File: src/rtl/baud_lock_pkg.sv
// Shared definitions for the auto-baud handshake.
// Assumes 8N1 framing; constants below define the calibration and reply bytes.
package baud_lock_pkg;

    typedef enum logic [2:0] {
        HS_MEASURE,
        HS_ACK,
        HS_CONFIRM,
        HS_LOCKED,
        HS_FAILED
    } hs_state_t;

    localparam logic [7:0] ACK_BYTE     = 8'h00;
    localparam logic [7:0] CONFIRM_BYTE = 8'h55;
    localparam int         LOW_BITS     = 9;
    localparam int         FRAME_BITS   = 10;

endpackage

File: src/rtl/baud_lock_meter.sv
// Synchronizes rxd and measures each low interval in clock cycles.
// A measurement is reported when the line returns high and the interval lies
// within [MIN_LOW, MAX_LOW]. The counter saturates at its full count.
// The reported divisor is the interval divided by nine, rounded to nearest.
// Assumes rxd idles high; reset values treat the line as idle.
module baud_lock_meter #(
    parameter int CNT_W   = 20,
    parameter int DIV_W   = 17,
    parameter int MIN_LOW = 64,
    parameter int MAX_LOW = 1000000
) (
    input  logic             clk,
    input  logic             rst_n,
    input  logic             rxd,
    output logic             rx_s,
    output logic             meas_valid,
    output logic [DIV_W-1:0] meas_div
);
    localparam logic [CNT_W-1:0] CNT_FULL = {CNT_W{1'b1}};
    localparam logic [CNT_W-1:0] LO_LIM   = CNT_W'(MIN_LOW);
    localparam logic [CNT_W-1:0] HI_LIM   = CNT_W'(MAX_LOW);

    logic             sync_a;
    logic             rx_prev;
    logic [CNT_W-1:0] lo_cnt;
    logic [CNT_W:0]   rounded;
    logic             in_window;
    logic             chk_arm;

    assign rounded   = {1'b0, lo_cnt} + (CNT_W+1)'(baud_lock_pkg::LOW_BITS / 2);
    assign in_window = (lo_cnt >= LO_LIM) && (lo_cnt <= HI_LIM);

    // Two-flop synchronizer for the asynchronous receive line.
    always_ff @(posedge clk) begin
        if (!rst_n) begin
            sync_a  <= 1'b1;
            rx_s    <= 1'b1;
            rx_prev <= 1'b1;
        end else begin
            sync_a  <= rxd;
            rx_s    <= sync_a;
            rx_prev <= rx_s;
        end
    end

    // Saturating count of consecutive low cycles on the synchronized line.
    always_ff @(posedge clk) begin
        if (!rst_n) begin
            lo_cnt <= '0;
        end else if (rx_s) begin
            lo_cnt <= '0;
        end else if (lo_cnt != CNT_FULL) begin
            lo_cnt <= lo_cnt + 1'b1;
        end
    end

    // Report a rounded divisor on each rising edge that ends a valid interval.
    always_ff @(posedge clk) begin
        if (!rst_n) begin
            meas_valid <= 1'b0;
            meas_div   <= '0;
        end else begin
            meas_valid <= 1'b0;
            if (rx_s && !rx_prev && in_window) begin
                meas_valid <= 1'b1;
                meas_div   <= DIV_W'(rounded / (CNT_W+1)'(baud_lock_pkg::LOW_BITS));
            end
        end
    end

    // Arms checks one cycle after reset so that $past sees defined history.
    always_ff @(posedge clk) begin
        if (!rst_n) chk_arm <= 1'b0;
        else        chk_arm <= 1'b1;
    end

    // a counter at full count stays there while the line stays low.
    p_sat_hold_r4: assert property (@(posedge clk) disable iff (!rst_n)
        (chk_arm && !rx_s && $past(!rx_s) && $past(lo_cnt) == CNT_FULL) |-> (lo_cnt == CNT_FULL));

    // a reported divisor never comes from outside the window.
    p_div_window_r2: assert property (@(posedge clk) disable iff (!rst_n)
        meas_valid |-> (meas_div >= DIV_W'((MIN_LOW + 4) / 9) && meas_div <= DIV_W'((MAX_LOW + 4) / 9)));

endmodule

File: src/rtl/baud_lock_tx.sv
// 8N1 transmitter with a run-time bit length in clock cycles.
// A start pulse while idle loads a byte; the start bit appears on the next
// cycle and the frame lasts FRAME_BITS x bit_len cycles. Assumes bit_len >= 1.
module baud_lock_tx #(
    parameter int DIV_W = 17
) (
    input  logic             clk,
    input  logic             rst_n,
    input  logic             start,
    input  logic [7:0]       data,
    input  logic [DIV_W-1:0] bit_len,
    output logic             txd,
    output logic             busy,
    output logic             done_p
);
    localparam int FB = baud_lock_pkg::FRAME_BITS;

    logic [FB-1:0]    shreg;
    logic [3:0]       left;
    logic [DIV_W-1:0] tcnt;

    assign txd = busy ? shreg[0] : 1'b1;

    // Loads, shifts and times one frame; pulses done_p at the end of the stop bit.
    always_ff @(posedge clk) begin
        if (!rst_n) begin
            shreg  <= '1;
            left   <= '0;
            tcnt   <= '0;
            busy   <= 1'b0;
            done_p <= 1'b0;
        end else begin
            done_p <= 1'b0;
            if (!busy) begin
                if (start) begin
                    shreg <= {1'b1, data, 1'b0};
                    left  <= 4'(FB);
                    tcnt  <= '0;
                    busy  <= 1'b1;
                end
            end else if (tcnt == bit_len - 1'b1) begin
                tcnt  <= '0;
                shreg <= {1'b1, shreg[FB-1:1]};
                left  <= left - 1'b1;
                if (left == 4'd1) begin
                    busy   <= 1'b0;
                    done_p <= 1'b1;
                end
            end else begin
                tcnt <= tcnt + 1'b1;
            end
        end
    end

    // the first transmitted cycle of every frame is a low start bit.
    p_start_low_r5: assert property (@(posedge clk) disable iff (!rst_n)
        $rose(busy) |-> !txd);

    // completion is reported only once the line has returned to idle.
    p_done_idle_r5: assert property (@(posedge clk) disable iff (!rst_n)
        done_p |-> (!busy && txd));

endmodule

File: src/rtl/baud_lock_rx.sv
// 8N1 receiver with a run-time bit length in clock cycles.
// While enabled and idle, a low level on the synchronized line starts a frame.
// The start bit is confirmed at half a period, data bits follow LSB first one
// period apart, and the stop bit is then checked. A start bit that reads high
// again is discarded. Assumes rx is already synchronized.
module baud_lock_rx #(
    parameter int DIV_W = 17
) (
    input  logic             clk,
    input  logic             rst_n,
    input  logic             en,
    input  logic             rx,
    input  logic [DIV_W-1:0] bit_len,
    output logic             valid,
    output logic [7:0]       data,
    output logic             ferr
);
    logic             active;
    logic [3:0]       bidx;
    logic [DIV_W-1:0] tcnt;
    logic [DIV_W-1:0] lim;

    assign lim = (bidx == 4'd0) ? (bit_len >> 1) : (bit_len - 1'b1);

    // Frame state: detects the start, times the sample points, shifts in bits.
    always_ff @(posedge clk) begin
        if (!rst_n) begin
            active <= 1'b0;
            bidx   <= '0;
            tcnt   <= '0;
            data   <= '0;
            valid  <= 1'b0;
            ferr   <= 1'b0;
        end else begin
            valid <= 1'b0;
            if (!active) begin
                if (en && !rx) begin
                    active <= 1'b1;
                    bidx   <= '0;
                    tcnt   <= '0;
                end
            end else if (tcnt == lim) begin
                tcnt <= '0;
                bidx <= bidx + 1'b1;
                if (bidx == 4'd0) begin
                    if (rx) active <= 1'b0;
                end else if (bidx <= 4'd8) begin
                    data <= {rx, data[7:1]};
                end else begin
                    valid  <= 1'b1;
                    ferr   <= !rx;
                    active <= 1'b0;
                end
            end else begin
                tcnt <= tcnt + 1'b1;
            end
        end
    end

    // a completed byte is only reported after the stop-bit slot.
    p_valid_end_r6: assert property (@(posedge clk) disable iff (!rst_n)
        valid |-> !active);

endmodule

File: src/rtl/baud_lock_top.sv
// Auto-baud boot handshake: measures a zero calibration byte, sends a zero
// acknowledge at the derived rate, then checks for a 0x55 confirmation.
// Assumes the host sends zero bytes until it sees the acknowledge, and then
// sends exactly one confirmation byte after the acknowledge has finished.
module baud_lock_top #(
    parameter int CNT_W   = 20,
    parameter int DIV_W   = CNT_W - 3,
    parameter int MIN_LOW = 64,
    parameter int MAX_LOW = 1000000
) (
    input  logic             clk,
    input  logic             rst_n,
    input  logic             rxd,
    output logic             txd,
    output logic [DIV_W-1:0] bit_div,
    output logic             locked,
    output logic             failed
);
    import baud_lock_pkg::*;

    hs_state_t        state;
    logic             rx_s;
    logic             meas_valid;
    logic [DIV_W-1:0] meas_div;
    logic             tx_start;
    logic             tx_busy;
    logic             tx_done;
    logic             rx_valid;
    logic [7:0]       rx_data;
    logic             rx_ferr;
    logic             chk_arm;

    baud_lock_meter #(
        .CNT_W  (CNT_W),
        .DIV_W  (DIV_W),
        .MIN_LOW(MIN_LOW),
        .MAX_LOW(MAX_LOW)
    ) u_meter (
        .clk       (clk),
        .rst_n     (rst_n),
        .rxd       (rxd),
        .rx_s      (rx_s),
        .meas_valid(meas_valid),
        .meas_div  (meas_div)
    );

    baud_lock_tx #(.DIV_W(DIV_W)) u_tx (
        .clk    (clk),
        .rst_n  (rst_n),
        .start  (tx_start),
        .data   (ACK_BYTE),
        .bit_len(bit_div),
        .txd    (txd),
        .busy   (tx_busy),
        .done_p (tx_done)
    );

    baud_lock_rx #(.DIV_W(DIV_W)) u_rx (
        .clk    (clk),
        .rst_n  (rst_n),
        .en     (state == HS_CONFIRM),
        .rx     (rx_s),
        .bit_len(bit_div),
        .valid  (rx_valid),
        .data   (rx_data),
        .ferr   (rx_ferr)
    );

    assign tx_start = (state == HS_ACK) && !tx_busy && !tx_done;
    assign locked   = (state == HS_LOCKED);
    assign failed   = (state == HS_FAILED);

    // Handshake sequencer: measure, acknowledge, confirm, then hold the result.
    always_ff @(posedge clk) begin
        if (!rst_n) begin
            state   <= HS_MEASURE;
            bit_div <= '0;
        end else begin
            case (state)
                HS_MEASURE: if (meas_valid) begin
                    bit_div <= meas_div;
                    state   <= HS_ACK;
                end
                HS_ACK:     if (tx_done) state <= HS_CONFIRM;
                HS_CONFIRM: if (rx_valid) begin
                    state <= (!rx_ferr && rx_data == CONFIRM_BYTE) ? HS_LOCKED : HS_FAILED;
                end
                default:    state <= state;
            endcase
        end
    end

    // Arms checks one cycle after reset so that $past sees defined history.
    always_ff @(posedge clk) begin
        if (!rst_n) chk_arm <= 1'b0;
        else        chk_arm <= 1'b1;
    end

    // the two result flags never coexist.
    p_flags_excl_r8: assert property (@(posedge clk) disable iff (!rst_n)
        !(locked && failed));

    // once set, a result flag is held.
    p_lock_sticky_r8: assert property (@(posedge clk) disable iff (!rst_n)
        (chk_arm && $past(locked)) |-> locked);

    p_fail_sticky_r8: assert property (@(posedge clk) disable iff (!rst_n)
        (chk_arm && $past(failed)) |-> failed);

    // the divisor does not move after the handshake has ended.
    p_div_frozen_r8: assert property (@(posedge clk) disable iff (!rst_n)
        (chk_arm && $past(locked || failed)) |-> $stable(bit_div));

    // the transmitter is never busy outside the acknowledge phase.
    p_tx_only_ack_r5: assert property (@(posedge clk) disable iff (!rst_n)
        tx_busy |-> (state == HS_ACK));

endmodule

File: config.mk
export PLATFORM = sky130hd
export DESIGN_NAME = baud_lock_top
export DESIGN_NICKNAME = d
export VERILOG_FILES = /design/src/rtl/baud_lock_pkg.sv /design/src/rtl/baud_lock_meter.sv /design/src/rtl/baud_lock_tx.sv /design/src/rtl/baud_lock_rx.sv /design/src/rtl/baud_lock_top.sv
export SDC_FILE = /design/constraint.sdc
export NUM_CORES = 1
export LEC_CHECK = 0
export BUFFER_PORTS_ARGS = -buffer_cell sky130_fd_sc_hd__buf_2
export CAP_MARGIN = 25
export CORE_ASPECT_RATIO = 1.2
export CORE_UTILIZATION = 60
export CTS_BUF_LIST = sky130_fd_sc_hd__clkbuf_4 sky130_fd_sc_hd__clkbuf_8 sky130_fd_sc_hd__clkbuf_16
export CTS_CLUSTER_DIAMETER = 150
export DETAILED_ROUTE_END_ITERATION = 6
export PLACE_DENSITY = 0.78
export SKIP_LAST_GASP = 1
export SYNTH_ARGS = -nofsm -noshare
export SYNTH_HDL_FRONTEND = slang
export SYNTH_SLANG_ARGS = --single-unit
File: constraint.sdc
create_clock -name clk -period 10.3 [get_ports clk]
set_input_delay 1.03 -clock clk [delete_from_list [all_inputs] [get_ports clk]]
set_output_delay 1.03 -clock clk [all_outputs]
set_load 0.02 [all_outputs]
==> results.md, run 1 <==
* Post-DR wirelength/cell at 17.00 um
* CP max stage delay at 0.65 ns
* Pleak at 0.004088 uW
* Post-route clock period utilization at 93.18%
* Critical Path RT at 10.57 ns
* Fin Setup TNS at 0 ns
* Hold Fails Final Rpt at 0
* Setup-failing EPs final at 0
* Ports at 23
* Core area at 0.01621 mm2
* Final Max Slew Viols at 0
* Placer Congestion at 0.9783
* Die area at 0.01702 mm2
* Area growth, synth to finish at 7.721%
* Worst-path clk slew at 0.06 ns
* Worst slew pin tran at 0.9911 ns
* Max_cap viols at 0
* Vert. Die Dim at 142.7 um
* Worst setup path start: u_meter.lo_cnt[9]$_SDFFE_PP0P_
* Worst R2R Setup Slack at 0.70 ns
* CP arrival at 9.87 ns
* Maximum fanout along the worst path at 14
* Post-CTS setup buffer count at 0
* Register area share after synthesis at 25.27%
* Commonest cells after routing, fill and taps aside: nand2_1 (140), dfxtp_1 (124), nor2_1 (93)
* Synth Area per Inst at 7.785 um2
* HP Class: flop to flop
* Commonest non-fill, non-tap cell in the layout: nand2_1
* Synth async-reset ratio at 0%
* WS Path Type: flop to flop
* Clock buffer depth at 2
* Syn Nets at 1290
* Yosys top cell area share at 25.27%
* Share of cells above drive strength 1 at 11.36%
* Root Driver: clkbuf_16
* Post-Syn Area at 0.009902 mm2
* H-tree Lvls at 4
* DRT Wirelength at 25160 um
* Synth area leaders: dfxtp_1 (25%), nand2_1 (5.3%), xnor2_1 (5.0%)
* Via count at 9574
* Status: finished clean
* # rows at 51
* TritonCTS clock tree: done
* ANT nets after route at 0
* Vias in the first global route at 8678
* GR Util met1 at 36.63%
* Synth Flop Type: dfxtp_1
* Pwr Total at 1055 uW
* Power Dens Cells at 98.86 mW/mm2
* Num CTS Buffers at 17
* First-pass GRT wire length at 41630 um
* Dpl cells at 1445
* R2R cell count at 34
* 1st-iter DRT viols at 1007
* DRC at 0
* GRT met2 Usage at 52.48%
* IO Port Bufs at 22
* Worst Setup EP: u_meter.meas_div[0]$_SDFFE_PN0P_
* Initial antenna violation count at 0
* Max Fclk at 0.1042 GHz
* Area leader, netlist: dfxtp_1
* Pre-Repair DR Iteration Count at 6
* #FFs+latches synth at 125
* Die Wd at 119.3 um
* Synth warn at 0
* Largest net degree at the start of global routing at 89
* Clock skew at 0.008673 ns
* Clock sink total at 125
* Final period demand of the worst path at 9.597 ns
* GRT Overall Usage at 29.88%
* Cells after synthesis at 1272
* EDFF count, synth at 0
* # diodes at 0
* Finished Layout Cells at 1480
* Met3 GRT Util at 4.153%
* Via/cell ratio at 6.469
* Most Used Layer, Global Route: met2
* Dpl hpwl at 18080 um
* Setup crit end kind: flop
* NumNets Final at 1273
* Worst VDD drop at 0.0001158 V
* RSZ-0062 raised after global routing: false
* Worst Setup Start Kind: flop
* R2R Path End: u_meter.meas_div[0]$_SDFFE_PN0P_
* Launching point of the worst reg2reg path: u_meter.lo_cnt[9]$_SDFFE_PP0P_
* Relative slew slack at 33.00%
* Initial Utilization at 61.09%
* Worst-Skew Late Latency at 0.42 ns
* Global route overflow at 0
* Slowest CP cell: dfxtp_1
* Synth unique cells at 107
routing by layer:
layer	part of all wire [%]	up-vias
li1	-	4692
met1	42	4467
met2	50	358
met3	5.6	57
met4	2.7	0
met5	0	-
per-stage QoR:
step | hold slack (ns) | worst slack, ns | instance area [um2] | util, %
2_1_floorplan | 0.3863 | 2.237 | 9902 | -
3_3_place_gp | 0.3910 | 0.8946 | 10030 | 61.91
3_5_place_dp | 0.3964 | 0.6896 | 10030 | 61.91
4_1_cts | 0.4049 | 0.6444 | 10590 | 65.34
5_1_grt | 0.4291 | 0.1106 | 10670 | 65.81
6_report | 0.4034 | 0.7028 | 10670 | 65.81
report_power, final:
group	internal (uW)	switching [uW]
Clock	321	237
Sequential	484	0.427
Combinational	3.85	7.94
critical path: cells and delay by family, from the launching register on:
family,cells,cell delay (ns)
buf+inv,2,0.34
simple gates,10,2.17
mux,2,0.79
flops,1,0.65
compound gates,18,5.05
fa+ha+maj,1,0.29
xor+xnor,1,0.16
logic make-up (layout without fill, tap and decap cells):
family,Yosys count,in the layout,synth area share (%)
adders and majority gates,15,15,1.895
AOI/OAI and AO/OA,392,392,28.80
muxes,27,27,2.830
DFF,125,125,25.27
buffers and inverters,93,89,4.119
xor gates and xnor gates,100,100,9.212
and+or+nand+nor,520,520,27.87
final cells by class:
type	count	area [um2]
inverter	23	86.33
tap	212	265.3
fill	1388	5542
clock inverter	13	108.9
clock buffer	19	446.7
timing repair buffer	34	211.5
sequential	125	2504
multi-input combinational	1054	7044
how the worst min path moves through the flow:
stage                                         end  depth (start not counted)  slack, ns                       from
after floorplan           u_meter.rx_s$_SDFF_PN1_                          1       0.39  u_meter.sync_a$_SDFF_PN1_
after global routing      u_meter.rx_s$_SDFF_PN1_                          1       0.43  u_meter.sync_a$_SDFF_PN1_
after global placement    u_meter.rx_s$_SDFF_PN1_                          1       0.39  u_meter.sync_a$_SDFF_PN1_
after CTS                 u_meter.rx_s$_SDFF_PN1_                          1       0.40  u_meter.sync_a$_SDFF_PN1_
final                     u_meter.rx_s$_SDFF_PN1_                          1       0.40  u_meter.sync_a$_SDFF_PN1_
after detailed placement  u_meter.rx_s$_SDFF_PN1_                          1       0.40  u_meter.sync_a$_SDFF_PN1_
sequential cells by signal, indices dropped and copies added (netlist names), 3 cells and up:
signal / flops
u_rx.tcnt: 17
u_rx.data: 8
u_tx.left: 4
u_rx.bidx: 4
u_meter.meas_div: 17
u_tx.shreg: 9
bit_div: 17
u_tx.tcnt: 17
u_meter.lo_cnt: 20
state: 3
synthesized netlist by cell type (15+ instances only):
cell      number
nand2_1      140
dfxtp_1      125
nor2_1        94
o21ai_0       82
a21oi_1       72
xnor2_1       57
nand3_1       55
clkbuf_1      51
nor3_1        39
xor2_1        39
and3_1        36
nor2b_1       28
a21boi_0      23
inv_1         23
o211ai_1      22
mux2i_1       21
and2_1        18
a31oi_1       17
nor3b_1       16
nor4_1        16
ha_1          15
nand4_1       15
timing repair:
item,CTS,global route
hold buffers,0,0
setup endpoints to repair,0,2
resized for setup,0,8
(Power assumes the default switching activity.)
==> run 2: changes to the inputs <==
--- a/config.mk
+++ b/config.mk
@@ -6,13 +6,13 @@
 export NUM_CORES = 1
 export LEC_CHECK = 0
 export BUFFER_PORTS_ARGS = -buffer_cell sky130_fd_sc_hd__buf_2
-export CAP_MARGIN = 25
+export CAP_MARGIN = 10
 export CORE_ASPECT_RATIO = 1.2
-export CORE_UTILIZATION = 60
+export CORE_UTILIZATION = 64
 export CTS_BUF_LIST = sky130_fd_sc_hd__clkbuf_4 sky130_fd_sc_hd__clkbuf_8 sky130_fd_sc_hd__clkbuf_16
 export CTS_CLUSTER_DIAMETER = 150
 export DETAILED_ROUTE_END_ITERATION = 6
-export PLACE_DENSITY = 0.78
+export PLACE_DENSITY = 0.82
 export SKIP_LAST_GASP = 1
 export SYNTH_ARGS = -nofsm -noshare
 export SYNTH_HDL_FRONTEND = slang
==> run 2 against run 1 <==
  * Die area decreased by 6.1%
  * Core utilization increased by 5.0 points
  * Combinational power about the same
  * Sequential power about the same
  * Wire length increased by 1.8%
  * Final cell count decreased by 0.68%
  * Maximum frequency decreased by 0.82%
  * Largest power group unchanged
  * Highest routed layer unchanged
==> results.md, run 2 (synthesis results as in run 1) <==
* Root Driver: clkbuf_16
* HP Class: flop to flop
* Power Dens Cells at 105.0 mW/mm2 (+6.2%)
* Launching point of the worst reg2reg path: u_meter.lo_cnt[6]$_SDFFE_PP0P_
* Max Fclk at 0.1033 GHz (-0.82%)
* Worst slew pin tran at 1.153 ns (+0.1620 ns)
* Clock skew at 0.009129 ns (+0.0004559 ns)
* Hold path cells at 1 (unchanged)
* Via/cell ratio at 6.691 (+3.4%)
* Pleak at 0.004114 uW (+0.64%)
* Hold Fails Final Rpt at 0 (unchanged)
* R2R Path End: u_meter.meas_div[0]$_SDFFE_PN0P_
* Clock buffer depth at 2 (unchanged)
* Worst-path clk slew at 0.06 ns (about the same)
* # diodes at 0 (unchanged)
* CP max stage delay at 0.61 ns (-0.04 ns)
* DRT Wirelength at 25620 um (+1.8%)
* Min-Delay Endpoint: u_meter.rx_s$_SDFF_PN1_
* Max FFs per register at 20 (unchanged)
* Relative slew slack at 22.84% (-10 points)
* Pre-Repair DR Iteration Count at 6 (unchanged)
* WS Path Type: flop to flop
* Worst R2R Setup Slack at 0.62 ns (-0.08 ns)
* Vert. Die Dim at 138.3 um (-3.1%)
* NumNets Final at 1272 (-0.079%)
* Num CTS Buffers at 17 (unchanged)
* Final period demand of the worst path at 9.676 ns (+0.07908 ns)
* Worst Setup Start Kind: flop
* 1st-iter DRT viols at 1264 (+26%)
* R2R cell count at 33 (-2.9%)
* H-tree Lvls at 4 (unchanged)
* Critical Path RT at 10.58 ns (about the same)
* Die area at 0.01598 mm2 (-6.1%)
* First-pass GRT wire length at 42310 um (+1.6%)
* Post-CTS setup buffer count at 0 (unchanged)
* Largest register by flop count: u_meter.lo_cnt
* Final Max Slew Viols at 0 (unchanged)
* TritonCTS clock tree: done
* Placer Congestion at 0.9901 (+1.2%)
* ANT nets after route at 0 (unchanged)
* Fin Setup TNS at 0 ns (unchanged)
* Ports at 23 (unchanged)
* Placed cell areas at 0.01003 mm2 (unchanged)
* Setup crit end kind: flop
* GRT Overall Usage at 32.42% (+2.5 points)
* # rows at 49 (-3.9%)
* Global route overflow at 0 (unchanged)
* Commonest non-fill, non-tap cell in the layout: nand2_1
* Worst VDD drop at 0.00009899 V (-15%)
* Vias in the first global route at 9025 (+4.0%)
* Hold Crit Start: u_meter.sync_a$_SDFF_PN1_
* Share of cells above drive strength 1 at 11.14% (-0.22 points)
* Pre-CTS setup slack at 0.6945 ns (+0.004878 ns)
* Die Wd at 115.6 um (-3.1%)
* Finished Cell Area at 0.01068 mm2 (+0.14%)
* Post-route clock period utilization at 93.94% (+0.77 points)
* Initial antenna violation count at 0 (unchanged)
* Via count at 9836 (+2.7%)
* Largest net degree at the start of global routing at 103 (+16%)
* Max_cap viols at 0 (unchanged)
* Clock sink total at 125 (unchanged)
* Min setup slack post-route at 0.6237 ns (-0.07908 ns)
* CP arrival at 9.96 ns (+0.09 ns)
* Dpl hpwl at 18120 um (+0.21%)
* Area growth, synth to finish at 7.872%
* Initial Utilization at 65.65% (+4.6 points)
* DRC at 0 (unchanged)
* Status: finished clean
* Setup-failing EPs final at 0 (unchanged)
* Post-DR wirelength/cell at 17.43 um (+2.5%)
* Maximum fanout along the worst path at 11 (-3)
* Slowest CP cell: dfxtp_1
* IO Port Bufs at 22 (unchanged)
* Worst-Skew Late Latency at 0.43 ns (about the same)
* Worst setup path start: u_meter.lo_cnt[6]$_SDFFE_PP0P_
* Commonest cells after routing, fill and taps aside: nand2_1 (140), dfxtp_1 (123), nor2_1 (94)
* Core area at 0.01508 mm2 (-6.9%)
-- run 2: changes by cell type in the layout (fill, tap and decap cells not counted), moves of 2 or more --
cell	previous run	this run
bufinv_16	0	3
clkinvlp_4	6	3
clkbuf_4	1	3
clkinv_4	2	0
inv_6	4	2
-- run 2: layout make-up --
type                            instances  area (um2)
Fill cell                            1264        4400
Tap cell                              204       255.2
Inverter                               23       86.33
Sequential cell                       125        2505
Clock inverter                          9       135.1
Clock buffer                           22       475.5
Multi-Input combinational cell       1054        7032
Timing Repair Buffer                   33       192.7
-- run 2: metrics by stage --
| step | util [%] | instances | hold slack, ns | power, uW |
|---|---|---|---|---|
| 5_1_grt | 70.82 | 1470 | 0.4383 | 1147 |
| 3_5_place_dp | 66.53 | 1439 | 0.4020 | 506.9 |
| 3_3_place_gp | 66.53 | 1439 | 0.3939 | 506.8 |
| 4_1_cts | 70.58 | 1470 | 0.4155 | 1128 |
| 2_1_floorplan | - | 1272 | 0.3863 | 504.0 |
| 6_report | 70.82 | 1470 | 0.4114 | 1122 |
-- run 2: per-layer routing --
layer / GRT usage [%] / part of all wire (%) / up-vias
li1: - / - / 4695
met1: 39.70 / 41 / 4599
met2: 54.27 / 48 / 433
met3: 5.787 / 6.6 / 109
met4: 15.45 / 3.7 / 0
met5: 0 / 0 / -
-- run 2: critical path: cells and delay by family (launching register included) --
| kind | cells | cell delay [ns] |
|---|---|---|
| XOR/XNOR | 1 | 0.58 |
| multiplexers | 2 | 0.73 |
| AO/OA/AOI/OAI | 22 | 6.04 |
| buffers and inverters | 1 | 0.11 |
| AND/OR/NAND/NOR | 6 | 1.17 |
| adder cells (fa/ha/maj) | 1 | 0.29 |
| flip-flops | 1 | 0.61 |
-- run 2: how the worst max path moves through the flow --
stage | to | slack (ns)
after global placement | u_meter.meas_div[0]$_SDFFE_PN0P_ | 0.88
after detailed placement | u_meter.meas_div[0]$_SDFFE_PN0P_ | 0.69
after global routing | u_meter.meas_div[0]$_SDFFE_PN0P_ | -0.01
final | u_meter.meas_div[0]$_SDFFE_PN0P_ | 0.62
after floorplan | u_meter.meas_div[0]$_SDFFE_PN0P_ | 2.24
after CTS | u_meter.meas_div[0]$_SDFFE_PN0P_ | 0.56
-- run 2: power by group --
part | leakage [uW] | switching [uW] | internal [uW]
Combinational | 0.00281 | 7.85 | 3.89
Sequential | 0.00101 | 0.384 | 484
Clock | 0.000293 | 225 | 401
Total | 0.00411 | 233 | 889
-- run 2: timing repair --
item | in CTS | in global routing
resized for setup | 0 | 8
setup endpoints to repair | 0 | 2
hold buffers | 0 | 0
